$ cat config.mk
export PLATFORM = sky130hd
export DESIGN_NAME = smbus_blkrd_target
export DESIGN_NICKNAME = d
export VERILOG_FILES = /design/src/rtl/smbt_pkg.sv /design/src/rtl/smbt_rx_fifo.sv /design/src/rtl/smbt_rdbuf.sv /design/src/rtl/smbt_reply.sv /design/src/rtl/smbus_blkrd_target.sv
export SDC_FILE = /design/constraint.sdc
export NUM_CORES = 2
export LEC_CHECK = 0
export CAP_MARGIN = 20
export CORE_UTILIZATION = 50
export DETAILED_ROUTE_END_ITERATION = 12
export PLACE_DENSITY_LB_ADDON = 0.08
export SLEW_MARGIN = 5
export SYNTH_ARGS = -nofsm -noshare
export SYNTH_HDL_FRONTEND = slang
export SYNTH_HIERARCHICAL = 1
export SYNTH_SLANG_ARGS = --single-unit
$ cat constraint.sdc
create_clock -name clk -period 11.3 [get_ports clk]
set_clock_uncertainty 0.1 [all_clocks]
set_input_delay 2.825 -clock clk [delete_from_list [all_inputs] [get_ports clk]]
set_output_delay 2.825 -clock clk [all_outputs]
set_load 0.05 [all_outputs]
$ cat src/rtl/smbt_pkg.sv
package smbt_pkg;

    localparam logic [7:0] PEC_POLY = 8'h07;

    typedef enum logic [2:0] {
        ST_IDLE,
        ST_ADDR,
        ST_CAND,
        ST_MATCH,
        ST_WDATA,
        ST_READ,
        ST_SKIP
    } smbt_state_e;

    typedef struct packed {
        logic [6:0] addr;
        logic [7:0] cmd;
        logic       pec;
    } smbt_cfg_t;

    function automatic logic [7:0] crc8_step(logic [7:0] crc, logic [7:0] din);
        logic [7:0] c;
        c = crc ^ din;
        for (int i = 0; i < 8; i++) begin
            c = c[7] ? ((c << 1) ^ PEC_POLY) : (c << 1);
        end
        return c;
    endfunction

    // PEC state after write address, command and read address bytes
    function automatic logic [7:0] pec_seed(logic [6:0] addr, logic [7:0] cmd);
        logic [7:0] c;
        c = crc8_step(8'h00, {addr, 1'b0});
        c = crc8_step(c, cmd);
        c = crc8_step(c, {addr, 1'b1});
        return c;
    endfunction

endpackage

$ cat src/rtl/smbt_rx_fifo.sv
module smbt_rx_fifo #(
    parameter int DEPTH = 240,
    parameter int LVL_W = $clog2(DEPTH + 1)
) (
    input  logic             clk,
    input  logic             rst,
    input  logic             push,
    input  logic [7:0]       push_data,
    input  logic             pop,
    output logic [7:0]       pop_data,
    output logic [LVL_W-1:0] level
);
    localparam int PTR_W = (DEPTH > 1) ? $clog2(DEPTH) : 1;
    localparam logic [PTR_W-1:0] PTR_LAST = PTR_W'(DEPTH - 1);
    localparam logic [LVL_W-1:0] LVL_FULL = LVL_W'(DEPTH);

    logic [7:0]       mem [DEPTH];
    logic [PTR_W-1:0] wptr, rptr;
    logic             do_push, do_pop;

    function automatic logic [PTR_W-1:0] bump(logic [PTR_W-1:0] p);
        return (p == PTR_LAST) ? '0 : p + 1'b1;
    endfunction

    assign do_push  = push && (level != LVL_FULL);
    assign do_pop   = pop && (level != '0);
    assign pop_data = mem[rptr];

    always_ff @(posedge clk) begin
        if (do_push) mem[wptr] <= push_data;
    end

    always_ff @(posedge clk) begin
        if (rst) begin
            wptr  <= '0;
            rptr  <= '0;
            level <= '0;
        end else begin
            if (do_push) wptr <= bump(wptr);
            if (do_pop)  rptr <= bump(rptr);
            case ({do_push, do_pop})
                2'b10:   level <= level + 1'b1;
                2'b01:   level <= level - 1'b1;
                default: level <= level;
            endcase
        end
    end
endmodule

$ cat src/rtl/smbt_rdbuf.sv
module smbt_rdbuf #(
    parameter int DEPTH = 32,
    parameter int IDX_W = $clog2(DEPTH)
) (
    input  logic             clk,
    input  logic             rst,
    input  logic             we,
    input  logic [IDX_W-1:0] widx,
    input  logic [7:0]       wdata,
    input  logic [IDX_W-1:0] ridx,
    output logic [7:0]       rdata
);
    logic [7:0] ent [DEPTH];

    for (genvar i = 0; i < DEPTH; i++) begin : g_ent
        always_ff @(posedge clk) begin
            if (rst)
                ent[i] <= '0;
            else if (we && (widx == IDX_W'(i)))
                ent[i] <= wdata;
        end
    end

    always_comb begin
        rdata = '0;
        for (int i = 0; i < DEPTH; i++) begin
            if (ridx == IDX_W'(i)) rdata = ent[i];
        end
    end
endmodule

$ cat src/rtl/smbt_reply.sv
module smbt_reply
    import smbt_pkg::*;
#(
    parameter int CNT_W = 6,
    parameter int IDX_W = 5
) (
    input  logic             clk,
    input  logic             rst,
    input  logic             begin_rd,
    input  logic [7:0]       seed,
    input  logic [CNT_W-1:0] cnt,
    input  logic             pec_en,
    input  logic             take,
    input  logic             mack,
    input  logic [7:0]       buf_data,
    output logic [IDX_W-1:0] buf_idx,
    output logic [7:0]       tx_byte,
    output logic             finish,
    output logic             abort
);
    logic [CNT_W:0] pos;
    logic [CNT_W:0] last_pos;
    logic [CNT_W:0] cnt_x;
    logic [7:0]     crc_q;

    assign cnt_x    = {1'b0, cnt};
    assign last_pos = cnt_x + {{CNT_W{1'b0}}, pec_en};
    assign buf_idx  = IDX_W'(pos - 1'b1);

    always_comb begin
        if (pos == '0)
            tx_byte = 8'(cnt);
        else if (pos <= cnt_x)
            tx_byte = buf_data;
        else
            tx_byte = crc_q;
    end

    assign finish = take && (pos == last_pos);
    assign abort  = take && !mack && !finish;

    always_ff @(posedge clk) begin
        if (rst) begin
            pos   <= '0;
            crc_q <= '0;
        end else if (begin_rd) begin
            pos   <= '0;
            crc_q <= seed;
        end else if (take) begin
            pos   <= pos + 1'b1;
            crc_q <= crc8_step(crc_q, tx_byte);
        end
    end
endmodule

$ cat src/rtl/smbus_blkrd_target.sv
module smbus_blkrd_target
    import smbt_pkg::*;
#(
    parameter int RD_DEPTH  = 32,
    parameter int RXQ_DEPTH = 240,
    parameter int IDX_W     = $clog2(RD_DEPTH),
    parameter int CNT_W     = $clog2(RD_DEPTH + 1),
    parameter int LVL_W     = $clog2(RXQ_DEPTH + 1)
) (
    input  logic             clk,
    input  logic             rst,
    input  logic             bus_start,
    input  logic             bus_stop,
    input  logic             rx_vld,
    input  logic [7:0]       rx_byte,
    output logic             rx_ack,
    output logic [7:0]       tx_byte,
    input  logic             tx_take,
    input  logic             tx_mack,
    input  logic             buf_we,
    input  logic [IDX_W-1:0] buf_idx,
    input  logic [7:0]       buf_wdata,
    input  logic             cfg_we,
    input  logic [6:0]       cfg_addr,
    input  logic [7:0]       cfg_cmd,
    input  logic [CNT_W-1:0] cfg_cnt,
    input  logic             cfg_pec,
    output logic             rd_ready,
    output logic             rd_done,
    input  logic             rxq_pop,
    output logic [7:0]       rxq_data,
    output logic [LVL_W-1:0] rxq_level,
    output logic             rxq_ovf
);
    localparam int OCC_W = LVL_W + 1;
    localparam logic [CNT_W-1:0] CNT_MAX  = CNT_W'(RD_DEPTH);
    localparam logic [OCC_W-1:0] OCC_FULL = OCC_W'(RXQ_DEPTH);

    smbt_cfg_t        cfg_q;
    logic [CNT_W-1:0] cnt_q;
    logic             ready_q, done_q, ovf_q;
    smbt_state_e      state_q, state_d;
    logic             hold_q, hold_d, cand_q, cand_d;
    logic [2:0][7:0]  stash_q, stash_d;
    logic [1:0]       stash_n, stash_n_d;
    logic             drain, app, kill, set_ovf, begin_rd, ack_c;
    logic             full, addr_hit;
    logic [OCC_W-1:0] occ;
    logic [IDX_W-1:0] rd_idx;
    logic [7:0]       rd_data;
    logic             eng_take, eng_finish, eng_abort;

    // ---------------- staging memory and reply engine ----------------
    smbt_rdbuf #(.DEPTH(RD_DEPTH), .IDX_W(IDX_W)) u_rdbuf (
        .clk   (clk),
        .rst   (rst),
        .we    (buf_we),
        .widx  (buf_idx),
        .wdata (buf_wdata),
        .ridx  (rd_idx),
        .rdata (rd_data)
    );

    assign eng_take = tx_take && (state_q == ST_READ);

    smbt_reply #(.CNT_W(CNT_W), .IDX_W(IDX_W)) u_reply (
        .clk      (clk),
        .rst      (rst),
        .begin_rd (begin_rd),
        .seed     (pec_seed(cfg_q.addr, cfg_q.cmd)),
        .cnt      (cnt_q),
        .pec_en   (cfg_q.pec),
        .take     (eng_take),
        .mack     (tx_mack),
        .buf_data (rd_data),
        .buf_idx  (rd_idx),
        .tx_byte  (tx_byte),
        .finish   (eng_finish),
        .abort    (eng_abort)
    );

    // ---------------- receive queue ----------------
    assign drain = !hold_q && (stash_n != 2'd0);

    smbt_rx_fifo #(.DEPTH(RXQ_DEPTH), .LVL_W(LVL_W)) u_rxq (
        .clk       (clk),
        .rst       (rst),
        .push      (drain),
        .push_data (stash_q[0]),
        .pop       (rxq_pop),
        .pop_data  (rxq_data),
        .level     (rxq_level)
    );

    assign occ      = OCC_W'(rxq_level) + OCC_W'(stash_n);
    assign full     = (occ >= OCC_FULL);
    assign addr_hit = (rx_byte[7:1] == cfg_q.addr);

    // ---------------- transaction control ----------------
    always_comb begin
        ack_c    = 1'b0;
        app      = 1'b0;
        kill     = 1'b0;
        set_ovf  = 1'b0;
        begin_rd = 1'b0;
        state_d  = state_q;
        hold_d   = hold_q;
        cand_d   = cand_q;
        if (bus_stop) begin
            state_d = ST_IDLE;
            hold_d  = 1'b0;
            cand_d  = 1'b0;
        end else if (bus_start) begin
            state_d = ST_ADDR;
            cand_d  = (state_q == ST_MATCH);
            if (state_q != ST_MATCH) hold_d = 1'b0;
        end else if (rx_vld) begin
            case (state_q)
                ST_ADDR: begin
                    if (rx_byte[0]) begin
                        if (cand_q && ready_q && addr_hit) begin
                            ack_c    = 1'b1;
                            kill     = 1'b1;
                            begin_rd = 1'b1;
                            hold_d   = 1'b0;
                            cand_d   = 1'b0;
                            state_d  = ST_READ;
                        end else begin
                            hold_d  = 1'b0;
                            cand_d  = 1'b0;
                            state_d = ST_SKIP;
                        end
                    end else if (full) begin
                        set_ovf = 1'b1;
                        hold_d  = 1'b0;
                        cand_d  = 1'b0;
                        state_d = ST_SKIP;
                    end else begin
                        ack_c  = 1'b1;
                        app    = 1'b1;
                        cand_d = 1'b0;
                        if (!cand_q && ready_q && addr_hit) begin
                            hold_d  = 1'b1;
                            state_d = ST_CAND;
                        end else begin
                            hold_d  = 1'b0;
                            state_d = ST_WDATA;
                        end
                    end
                end
                ST_CAND, ST_MATCH, ST_WDATA: begin
                    if (full) begin
                        set_ovf = 1'b1;
                        hold_d  = 1'b0;
                        state_d = ST_SKIP;
                    end else begin
                        ack_c = 1'b1;
                        app   = 1'b1;
                        if (state_q == ST_CAND && rx_byte == cfg_q.cmd) begin
                            state_d = ST_MATCH;
                        end else begin
                            hold_d  = 1'b0;
                            state_d = ST_WDATA;
                        end
                    end
                end
                default: ;
            endcase
        end else if (eng_finish || eng_abort) begin
            state_d = ST_SKIP;
        end
    end

    assign rx_ack = ack_c;

    // ---------------- hold-back stash ----------------
    always_comb begin
        stash_d   = stash_q;
        stash_n_d = stash_n;
        if (drain) begin
            stash_d[0] = stash_q[1];
            stash_d[1] = stash_q[2];
            stash_n_d  = stash_n - 2'd1;
        end
        if (app) begin
            case (stash_n_d)
                2'd0:    stash_d[0] = rx_byte;
                2'd1:    stash_d[1] = rx_byte;
                default: stash_d[2] = rx_byte;
            endcase
            if (stash_n_d != 2'd3) stash_n_d = stash_n_d + 2'd1;
        end
        if (kill) stash_n_d = 2'd0;
    end

    always_ff @(posedge clk) begin
        if (rst) begin
            state_q <= ST_IDLE;
            hold_q  <= 1'b0;
            cand_q  <= 1'b0;
            stash_q <= '0;
            stash_n <= 2'd0;
        end else begin
            state_q <= state_d;
            hold_q  <= hold_d;
            cand_q  <= cand_d;
            stash_q <= stash_d;
            stash_n <= stash_n_d;
        end
    end

    // ---------------- configuration and flags ----------------
    always_ff @(posedge clk) begin
        if (rst) begin
            cfg_q   <= '0;
            cnt_q   <= '0;
            ready_q <= 1'b0;
            done_q  <= 1'b0;
        end else if (cfg_we) begin
            cfg_q   <= '{addr: cfg_addr, cmd: cfg_cmd, pec: cfg_pec};
            cnt_q   <= (cfg_cnt > CNT_MAX) ? CNT_MAX : cfg_cnt;
            ready_q <= 1'b1;
            done_q  <= 1'b0;
        end else if (eng_finish) begin
            ready_q <= 1'b0;
            done_q  <= 1'b1;
        end
    end

    always_ff @(posedge clk) begin
        if (rst)          ovf_q <= 1'b0;
        else if (set_ovf) ovf_q <= 1'b1;
        else if (rxq_pop) ovf_q <= 1'b0;
    end

    assign rd_ready = ready_q;
    assign rd_done  = done_q;
    assign rxq_ovf  = ovf_q;
endmodule

==> impl_metrics.env <==
export IMPL_root_buffer="clkbuf_16"
export IMPL_cp_start_kind="register"
export IMPL_tightest_slew_ns=1.26
export IMPL_postSynth_asyncResetShare_pct=0
export IMPL_synth_seq_area_share_pct=71.1
export IMPL_crit_type="register to output pin"
export IMPL_maxCapViolCount=0
export IMPL_slew_violations=0
export IMPL_drive_gt1_share_pct=17.1
export IMPL_grt_pass1_wl_mm=374
export IMPL_placed_area_sq_mm=0.0977
export IMPL_fmax_mhz=106
export IMPL_fp_row_count=159
export IMPL_initial_utilization_pct=50.4
export IMPL_whs_endpoint="stash_q[22]"
export IMPL_synth_cell_types=113
export IMPL_synthesis_nets=5518
export IMPL_cts_resized=0
export IMPL_post_route_period_util_pct=83.7
export IMPL_first_global_vias=50900
export IMPL_ant_nets=0
export IMPL_arrival_ns=6.54
export IMPL_clkLatencyLatePin_ns=0.87
export IMPL_yosysWarnings=6
export IMPL_reg2reg_to="u_rxq/level[6]"
export IMPL_tns_ns=0
export IMPL_final_nets=5576
export IMPL_crit_fanout=42
export IMPL_io_buffer_count=80
export IMPL_tritoncts="built"
export IMPL_die_height_microns=437
export IMPL_cts_buffers=227
export IMPL_layout_common_cells="2176 x edfxtp_1, 450 x mux4_2, 404 x nor2_1"
export IMPL_final_common_cell="edfxtp_1"
export IMPL_avgViaCountPerCell=6.31
export IMPL_ctsLongestPathBuffers=3
export IMPL_synthCells=5443
export IMPL_wl_per_cell_microns=31.7
export IMPL_period_minus_slack_ns=9.46
export IMPL_dp_hpwl_mm=162
export IMPL_synth_edf_count=2176
export IMPL_synth_seq_cells=2279
export IMPL_holdPathStages=2
export IMPL_vdd_drop_max_mv=0.147
export IMPL_post_cts_buffers=0
export IMPL_ff2ff_path_depth=15
export IMPL_routabilityCongestion=0.932
export IMPL_io_pins=81
export IMPL_firstDrtPassIters=6
export IMPL_drc=0
export IMPL_grt_start_max_net_pins=109
export IMPL_die_width_microns=437
export IMPL_syn_area_sq_mm=0.0948
export IMPL_yosys_most_used_dff="edfxtp_1"
export IMPL_setup_viol=0
export IMPL_leakage_nw=33.0
export IMPL_overflow=0
export IMPL_clk_pin_slew_ns=0.06
export IMPL_hold_violations=0
export IMPL_h_tree_depth=4
export IMPL_drt_iter0_drc=6078
export IMPL_power_density_mw_per_mm2=194
export IMPL_antenna_found_initial=9
export IMPL_min_from="stash_q[22]"
export IMPL_postCtsHoldBufs=0
export IMPL_syn2layout_area_growth_pct=10.8
export IMPL_crit_path_end_kind="output pin"
export IMPL_clock_sinks=2279
export IMPL_synth_area_per_cell_sq_um=17.4
export IMPL_rsz0062_at_grt="false"
export IMPL_stdcell_area_sq_mm=0.105
export IMPL_r2r_start="stash_n[0]"
export IMPL_cp_required_ns=8.38
export IMPL_grt_usage_pct=27.2
export IMPL_slew_headroom_pct=15.9
export IMPL_dieArea_sq_mm=0.191
export IMPL_outcome="finished, final reports clean"
export IMPL_holdCritPathClass="register to register"
export IMPL_wirelength_mm=260
export IMPL_vias=51700
export IMPL_core_area_sq_mm=0.188
export IMPL_ff2ff_setup_slack_ns=5.43
synthesized netlist by cell type, types with 12 or more instances:
cell type / instances / area share [%]
and3_1: 15 / 0.099
o21ai_0: 121 / 0.64
nand2_1: 214 / 0.85
nor2_1: 407 / 1.6
or3_1: 15 / 0.099
o21bai_1: 22 / 0.17
a21oi_1: 109 / 0.58
nor4_1: 21 / 0.14
o31ai_1: 14 / 0.11
mux4_2: 450 / 11
inv_1: 33 / 0.13
a211oi_1: 21 / 0.17
a31oi_1: 23 / 0.15
xnor2_1: 61 / 0.56
o221ai_1: 19 / 0.18
xor2_1: 34 / 0.31
and2_1: 270 / 1.8
nand3_1: 74 / 0.39
nor3b_1: 15 / 0.12
clkbuf_1: 145 / 0.57
o22ai_1: 42 / 0.28
edfxtp_1: 2176 / 69
ha_1: 21 / 0.28
nand4_1: 34 / 0.22
o211ai_1: 15 / 0.12
a22oi_1: 74 / 0.59
nor2b_1: 43 / 0.28
nor3_1: 44 / 0.23
a21o_1: 27 / 0.21
buf_6: 42 / 0.50
buf_4: 60 / 0.48
nand3b_1: 17 / 0.13
buf_2: 88 / 0.46
a22o_1: 16 / 0.15
a311oi_1: 21 / 0.19
a221oi_1: 37 / 0.34
nand2b_1: 38 / 0.25
mux2_2: 12 / 0.14
mux2i_1: 246 / 2.6
dfxtp_1: 103 / 2.2
report_power, final:
group / leakage [nW] / switching, mW / internal [mW]
clock network: 3.52 / 3.19 / 4.17
registers: 21.1 / 0.158 / 9.26
logic: 8.42 / 2.03 / 1.52
critical path, cell delays in order (launching register included):
cell and delay (ns):
dfxtp_1 0.49, inv_4 0.22, ha_1 0.39, clkinv_2 0.54, buf_4 0.50, nor2_1 0.93, a21oi_1 0.18, o21ai_0 0.41
o31ai_1 0.21, a21oi_1 0.47, mux2i_1 0.14, o21ai_0 0.30, clkdlybuf4s50_1 0.87
worst max path at each step:
stage	from	end	slack, ns	cells past startpoint
after floorplan	rx_byte[4]	rx_ack	4.27	5
after global placement	u_reply/pos[0]	tx_byte[4]	2.88	12
after detailed placement	u_reply/pos[0]	tx_byte[4]	2.84	12
after CTS	u_reply/pos[0]	tx_byte[4]	1.87	12
after global routing	u_reply/pos[0]	tx_byte[1]	1.61	12
final	u_reply/pos[0]	tx_byte[4]	1.84	12
kinds of logic after synthesis:
family / Yosys count / share of synthesized area (%)
flip-flops: 2279 / 71.1
AND/OR/NAND/NOR: 1260 / 6.74
multiplexers: 708 / 13.4
AO/OA/AOI/OAI: 686 / 5.15
buffers and inverters: 387 / 2.27
XOR/XNOR: 101 / 0.981
adder cells (fa/ha/maj): 22 / 0.298
layout make-up:
class                   instances  area (sq um)
fillers                     14600         83000
clock inverters               124          1170
clock buffers                 297          6080
repair buffers                180          1670
flip-flops and latches       2279         67500
inverters                      36           141
well taps                    2495          3120
diodes                          4          10.0
multi-input cells            2777         25400
layer usage:
layer,vias to the layer above,GRT usage [%],wire (microns)
met4,0,8.45,7980
li1,21800,-,-
met3,383,4.57,19800
met5,-,0,0
met2,2173,42.1,122000
met1,27300,39.7,111000
registers in the layout, indices dropped and copies added (netlist names), 2 cells and up, named ones only:
register / count
cfg_q: 16
cnt_q: 6
stash_n: 2
stash_q: 24
state_q: 3
u_rdbuf/ent: 256
u_reply/crc_q: 8
u_reply/pos: 7
u_rxq/level: 8
u_rxq/mem: 1920
u_rxq/rptr: 8
u_rxq/wptr: 8
through the flow:
step                total power [mW]  worst slack [ns]  instances  hold WS, ns  utilization [%]
floorplan                       12.1              4.27       5443        0.349                -
global placement                13.2              2.88       7764        0.360             52.0
detailed placement              13.2              2.84       7765        0.365             52.0
CTS                             20.5              1.87       8186        0.372             55.8
global route                    21.0              1.61       8188        0.391             55.9
finish                          20.3              1.84       8192        0.375             55.9
(Power assumes the default switching activity.)
